## src/rtl/irq_mask_pkg.sv

```systemverilog
package irq_mask_pkg;
  localparam int DATA_W = 8;
  localparam int ADDR_W = 4;

  localparam logic [ADDR_W-1:0] OFS_MASK_SET = 4'd2;
  localparam logic [ADDR_W-1:0] OFS_MASK_CLR = 4'd3;
  localparam logic [ADDR_W-1:0] OFS_STATUS   = 4'd4;
  localparam logic [ADDR_W-1:0] OFS_MODE     = 4'd6;

  typedef enum logic [1:0] {
    RD_NONE,
    RD_MASK,
    RD_STATUS,
    RD_MODE
  } rdSel_e;

  typedef struct packed {
    logic   maskSet;
    logic   maskClr;
    logic   statClr;
    logic   modeWr;
    logic   modeVal;
    rdSel_e rdSel;
  } irqStrobe_t;
endpackage

```

## src/rtl/irq_mask_decode.sv

```systemverilog
module irq_mask_decode
  import irq_mask_pkg::*;
(
  input  logic              clk,
  input  logic              rstN,
  input  logic [ADDR_W-1:0] regAddr,
  input  logic              regWrEn,
  input  logic [DATA_W-1:0] regWrData,
  output irqStrobe_t        stb
);
  logic bitZero;
  logic hitSet, hitClr, hitStat, hitMode;

  assign bitZero = regWrData[0];
  assign hitSet  = (regAddr == OFS_MASK_SET);
  assign hitClr  = (regAddr == OFS_MASK_CLR);
  assign hitStat = (regAddr == OFS_STATUS);
  assign hitMode = (regAddr == OFS_MODE);

  always_comb begin
    stb         = '0;
    stb.maskSet = regWrEn && hitSet && bitZero;
    stb.maskClr = regWrEn && hitClr && bitZero;
    stb.statClr = regWrEn && hitStat && bitZero;
    stb.modeWr  = regWrEn && hitMode;
    stb.modeVal = bitZero;
    if (hitSet || hitClr)  stb.rdSel = RD_MASK;
    else if (hitStat)      stb.rdSel = RD_STATUS;
    else if (hitMode)      stb.rdSel = RD_MODE;
    else                   stb.rdSel = RD_NONE;
  end

  // software keeps reserved write bits at zero
  mbz_upper_chk: assert property (@(posedge clk) disable iff (!rstN)
    regWrEn |-> (regWrData[DATA_W-1:1] == '0));

  // at most one mask strobe per cycle
  one_mask_stb_chk: assert property (@(posedge clk) disable iff (!rstN)
    !(stb.maskSet && stb.maskClr));
endmodule

```

## src/rtl/irq_mask_datapath.sv

```systemverilog
module irq_mask_datapath
  import irq_mask_pkg::*;
#(
  parameter int SYNC_STAGES = 2
)(
  input  logic              clk,
  input  logic              rstN,
  input  logic              srcIrq,
  input  irqStrobe_t        stb,
  output logic [DATA_W-1:0] rdData,
  output logic              irqActive
);
  logic [SYNC_STAGES-1:0] syncQ;
  logic syncOut, prevQ, riseDet;
  logic maskQ, modeQ, statusQ;

  generate
    if (SYNC_STAGES == 1) begin : g_sync1
      always_ff @(posedge clk or negedge rstN)
        if (!rstN) syncQ <= '0;
        else       syncQ <= srcIrq;
    end else begin : g_syncN
      always_ff @(posedge clk or negedge rstN)
        if (!rstN) syncQ <= '0;
        else       syncQ <= {syncQ[SYNC_STAGES-2:0], srcIrq};
    end
  endgenerate

  assign syncOut = syncQ[SYNC_STAGES-1];
  assign riseDet = syncOut && !prevQ;

  always_ff @(posedge clk or negedge rstN) begin
    if (!rstN) begin
      prevQ   <= 1'b0;
      maskQ   <= 1'b1;
      modeQ   <= 1'b0;
      statusQ <= 1'b0;
    end else begin
      prevQ <= syncOut;
      if (stb.maskSet)      maskQ <= 1'b1;
      else if (stb.maskClr) maskQ <= 1'b0;
      if (stb.modeWr) modeQ <= stb.modeVal;
      if (modeQ)            statusQ <= syncOut;
      else if (riseDet)     statusQ <= 1'b1;
      else if (stb.statClr) statusQ <= 1'b0;
    end
  end

  always_comb begin
    rdData = '0;
    unique case (stb.rdSel)
      RD_MASK:   rdData[0] = maskQ;
      RD_STATUS: rdData[0] = statusQ;
      RD_MODE:   rdData[0] = modeQ;
      default:   rdData    = '0;
    endcase
  end

  assign irqActive = statusQ && !maskQ;


  mask_after_reset_chk: assert property (@(posedge clk) disable iff (!rstN)
    !$past(rstN) |-> (maskQ && !statusQ && !modeQ));

  mask_set_chk: assert property (@(posedge clk) disable iff (!rstN)
    stb.maskSet |=> maskQ);

  mask_clr_chk: assert property (@(posedge clk) disable iff (!rstN)
    (stb.maskClr && !stb.maskSet) |=> !maskQ);

  level_track_chk: assert property (@(posedge clk) disable iff (!rstN)
    modeQ |=> (statusQ == $past(syncOut)));

  edge_wins_chk: assert property (@(posedge clk) disable iff (!rstN)
    (!modeQ && riseDet) |=> statusQ);

  edge_hold_chk: assert property (@(posedge clk) disable iff (!rstN)
    (!modeQ && !stb.modeWr && statusQ && !stb.statClr) |=> statusQ);
endmodule

```

## src/rtl/irq_mask_ctl.sv

```systemverilog
module irq_mask_ctl
  import irq_mask_pkg::*;
#(
  parameter int SYNC_STAGES = 2
)(
  input  logic              clk,
  input  logic              rstN,
  input  logic [ADDR_W-1:0] regAddr,
  input  logic              regWrEn,
  input  logic [DATA_W-1:0] regWrData,
  output logic [DATA_W-1:0] regRdData,
  input  logic              srcIrq,
  output logic              irqOutN
);
  irqStrobe_t stb;
  logic irqActive;

  irq_mask_decode u_decode (
    .clk(clk), .rstN(rstN), .regAddr(regAddr), .regWrEn(regWrEn),
    .regWrData(regWrData), .stb(stb)
  );

  irq_mask_datapath #(.SYNC_STAGES(SYNC_STAGES)) u_datapath (
    .clk(clk), .rstN(rstN), .srcIrq(srcIrq), .stb(stb),
    .rdData(regRdData), .irqActive(irqActive)
  );

  assign irqOutN = !irqActive;


  masked_quiet_chk: assert property (@(posedge clk) disable iff (!rstN)
    (regAddr == OFS_MASK_SET && regRdData[0]) |-> irqOutN);
endmodule

```

## config.mk

```make
export PLATFORM = sky130hd
export DESIGN_NAME = irq_mask_ctl
export DESIGN_NICKNAME = d
export VERILOG_FILES = /design/src/rtl/irq_mask_pkg.sv /design/src/rtl/irq_mask_decode.sv /design/src/rtl/irq_mask_datapath.sv /design/src/rtl/irq_mask_ctl.sv
export SDC_FILE = /design/constraint.sdc
export NUM_CORES = 1
export LEC_CHECK = 0
export ABC_AREA = 1
export BUFFER_PORTS_ARGS = -buffer_cell sky130_fd_sc_hd__buf_2
export CAP_MARGIN = 5
export CELL_PAD_IN_SITES_DETAIL_PLACEMENT = 1
export CELL_PAD_IN_SITES_GLOBAL_PLACEMENT = 1
export CORE_MARGIN = 5
export CORE_UTILIZATION = 24
export CTS_CLUSTER_SIZE = 20
export DETAILED_ROUTE_END_ITERATION = 7
export GPL_TIMING_DRIVEN = 0
export PLACE_DENSITY = 0.84
export SLEW_MARGIN = 15
export SYNTH_ARGS = -nofsm -noshare
export SYNTH_HDL_FRONTEND = slang
export SYNTH_SLANG_ARGS = --single-unit
```

## constraint.sdc

```tcl
create_clock -name clk -period 1.1 [get_ports clk]
set_input_delay 0.22 -clock clk [delete_from_list [all_inputs] [get_ports clk]]
set_output_delay 0.22 -clock clk [all_outputs]
set_load 0.005 [all_outputs]
```

# Yosys cells after proc, flatten, opt, wreduce, memory -nomap -nowiden
# Index checks and enable logic that the tools add are counted.
# Widths: inputs -> output; s select.
[totals]
register_bits = 6
word_cells = 36
[op_classes]
n_eq_ne = 7
mux = 9
reduce_logical = 15
[ops]
columns = ["op", "n"]
rows = [
  ["$logic_and 1x1->1", 9],
  ["$eq 4x2->1 const B", 2],
  ["$eq 4x3->1 const B", 2],
  ["$mux 2", 3],
  ["$mux 1", 5],
  ["$eq 2x2->1 const B", 2],
  ["$logic_not 1->1", 3],
  ["$pmux 1 s3", 1],
  ["$reduce_bool 3->1", 1],
  ["$eq 2x1->1 const B", 1],
  ["$reduce_bool 2->1", 1],
  ["$logic_or 1x1->1", 1],
]

# Depth between registers and ports, before layout
[depth]
word_depth = 6
mapped_depth = 5
depth_no_buf = 5

# Hierarchy
# Synthesis repeated with hierarchy kept, for this count alone.
[unflattened]
hier_cells = 55
area_unflattened_um2 = 384.1
[modules_own_cells]
columns = ["mod", "n_inst", "cells_each", "area_per_inst_um2", "seq_area_each_um2"]
rows = [
  ["irq_mask_datapath", 1, 32, 287.8, 151.4],
  ["irq_mask_decode", 1, 22, 92.6, 0.0],
  ["irq_mask_ctl", 1, 1, 3.8, 0.0],
]

# Worst setup path before layout
# Ideal clock, no wire load.
[synth_path]
path_type = "register to output"
start = "reg u_datapath.maskQ"
end = "out regRdData[0]"
t_arrival_ps = 669
t_required_ps = 880
setup_slack_ps = 211
path_stages_with_launch = 3
n_path_buf = 0
path_cell_list = "dfstp_2 -> nand3_1 -> nand3_1"
[synth_between]
elab_chain_len = 1
[synth_lines]
columns = ["element", "line_no", "text"]
rows = [
  ["start: declaration", "irq_mask_datapath.sv:15", "logic maskQ, modeQ, statusQ;"],
  ["start signal: assignment", "irq_mask_datapath.sv:35", "maskQ <= 1'b1;"],
  ["start signal: assignment", "irq_mask_datapath.sv:40", "if (stb.maskSet) maskQ <= 1'b1;"],
  ["start signal: assignment", "irq_mask_datapath.sv:41", "else if (stb.maskClr) maskQ <= 1'b0;"],
  ["$pmux 1 s3", "irq_mask_datapath.sv:51", "unique case (stb.rdSel)"],
  ["end: declaration", "irq_mask_ctl.sv:11", "output logic [DATA_W-1:0] regRdData,"],
]
# No other way between the ends.

# Worst setup path after layout
# Same ends and word-level chain as after synthesis.

==> flow_summary.ini <==
[run_status]
status = finished, violations left
violations = negative setup slack

[sta]
rsz0062_at_grt = true
setup_violations = 2
report.final.slew_viol_count = 0
fmax_mhz = 798
min_period_ps = 1250
fin_worst_skew_ps = 2.87
holdWs_ps = 85.4
layout_worst_path_cycle_share_pct = 114
finalWorstSetupSlack_ps = -154
final-hold-violation-count = 0
final.setup.tns_ps = -256

[critical_path]
ff2ff_setup_slack_ps = 330
timing.rr.end = u_datapath.statusQ
worstRegToRegCells = 2
timing.rr.start = u_datapath.modeQ
setup.worst_path.class = reg2out
path_max_fanout = 3
worstPathRequired_ps = 880
cp-end-kind = output pin
cp.arrival_ps = 1030
worstSetupStartpointType = register
setup.worst_path.start = u_datapath.maskQ

[die]
dieHeight_um = 48.3
die_area_um2 = 2340
die_width_um = 48.3
core_um2 = 1350
initial_core_util_pct = 26.1
rows = 13
pin_count = 25

[hold_path]
min-delay-path-class = in2reg
whs_path_depth = 1
min_from = srcIrq
worstHoldEndpoint = u_datapath.syncQ[0]

[routing]
drtAntennaViolNets = 0
drt-initial-drc-count = 0
viasPerCell = 3.78
finalWirelength_um = 785
drtPass1Iterations = 1
remaining_drc_errors = 0
wl_per_cell_um = 9.24
vias = 321

[synth]
synth.area.top_cells = dfrtp_1 (35%), buf_4 (15%), nand2_1 (11%)
synth_top_area_cell = dfrtp_1
ys_warn_count = 0
ys_seq_area_share_pct = 42.9
synth_seq_cells = 6
syn_avg_cell_area_um2 = 7.35
synth_top_area_share_pct = 35.5
synth_cells = 48
ys_types = 13
syn-cell-area_um2 = 353

[placement]
dp_cells = 79
dp_slack_ps = 66.1
place_congestion = 0.639
dp_hpwl_um = 697
io_buffers = 10

[clock_network]
cts.root.buffer_cell = clkbuf_4
path_clk_slew_ps = 50
clock_latency_ps = 240
clock_sinks = 6
clockBufferDepth = 2
tritoncts = done
numCtsBuffers = 3
cts-htree-levels = 1

[cells_and_area]
drive_gt1_share_pct = 38.6
final_cell_mix = nand2_1 (10), buf_2 (9), buf_4 (8)
antennaDiodeCount = 0
layout.nets = 87
final_cell_count_no_fill = 85
final_common_cell = nand2_1
area_growth_pct = 42.2

[grt]
grtUsageMet1_pct = 6.33
grt_remaining_overflow = 0
globalRouteMet2Util_pct = 11.3
grtUsageTotal_pct = 6.95
grt_start_max_net_pins = 7
grtUsageMet3_pct = 5.50
antenna_found_initial = 0
busiest_layer = met2
grt_pass1_vias = 315
grt_pass1_wl_um = 1260

[job]
max_cap_violations = 0

[power]
peakVddDrop_mv = 0.542
p_leak_nw = 0.292
power_density_nw_per_um2 = 1330
-- sequential cells by signal (all words and copies together), names as in the netlist --
| register | cells |
|---|---|
| u_datapath.statusQ | 1 |
| u_datapath.syncQ | 2 |
| u_datapath.maskQ | 1 |
| u_datapath.prevQ | 1 |
| u_datapath.modeQ | 1 |
-- layout make-up --
cell class / count / area, µm²
timing repair buffer: 12 / 73.8
clock buffer: 4 / 26.3
fill: 186 / 848
multi-input combinational: 34 / 153
inverter: 7 / 26.3
sequential: 6 / 151
buffer: 7 / 52.6
tap: 15 / 18.8
-- report_power, final --
group          internal, W  total, W  switching (W)
registers         0.000257  0.000283      0.0000263
clock network     0.000137  0.000213      0.0000763
logic            0.0000967  0.000171      0.0000740
-- critical path, cell delays in order, from the launching register on --
cell and delay (ps):
dfstp_2 550, nand3_2 70, nand3_1 60, buf_2 110
-- logic make-up (layout without fill, tap and decap cells) --
| family | after synthesis | after routing | synth area share [%] |
|---|---|---|---|
| AO/OA/AOI/OAI | 1 | 1 | 1.42 |
| buffers and inverters | 14 | 30 | 22.3 |
| flip-flops | 6 | 6 | 42.9 |
| other | 1 | 7 | 1.06 |
| AND/OR/NAND/NOR | 26 | 26 | 32.3 |
-- worst max-delay path by stage --
stage                         endpoint
after global placement    regRdData[0]
after CTS                 regRdData[0]
after global routing      regRdData[0]
after detailed placement  regRdData[0]
final                     regRdData[0]
after floorplan           regRdData[0]
-- synthesized netlist by cell type --
cell / instances
buf_4: 7
conb_1: 1
dfrtp_1: 5
dfstp_2: 1
inv_1: 6
inv_2: 1
nand2_1: 10
nand3_1: 7
nand4_1: 1
nor2_1: 6
nor2_2: 1
o21ai_0: 1
or2_2: 1
-- what timing repair did --
item,CTS,global route
pin swaps,2,1
setup endpoints to repair,2,2
gates resized for setup,1,3
buffers inserted,0,1
endpoints found under the hold margin,6,0
hold buffers,1,0
-- metal layers --
| metal | part of all wire, % | up-vias |
|---|---|---|
| li1 | - | 176 |
| met1 | 42 | 135 |
| met2 | 49 | 10 |
| met3 | 9.3 | 0 |
| met4 | 0 | 0 |
| met5 | 0 | - |
-- metrics by stage --
step | power, W | instance area, µm² | util [%]
final | 0.000668 | 502 | 37.2
after global routing | 0.000717 | 502 | 37.2
after CTS | 0.000646 | 485 | 36.0
after detailed placement | 0.000418 | 444 | 32.9
after global placement | 0.000407 | 444 | 32.9
after floorplan | 0.000357 | 375 | -
(Power assumes the default switching activity.)
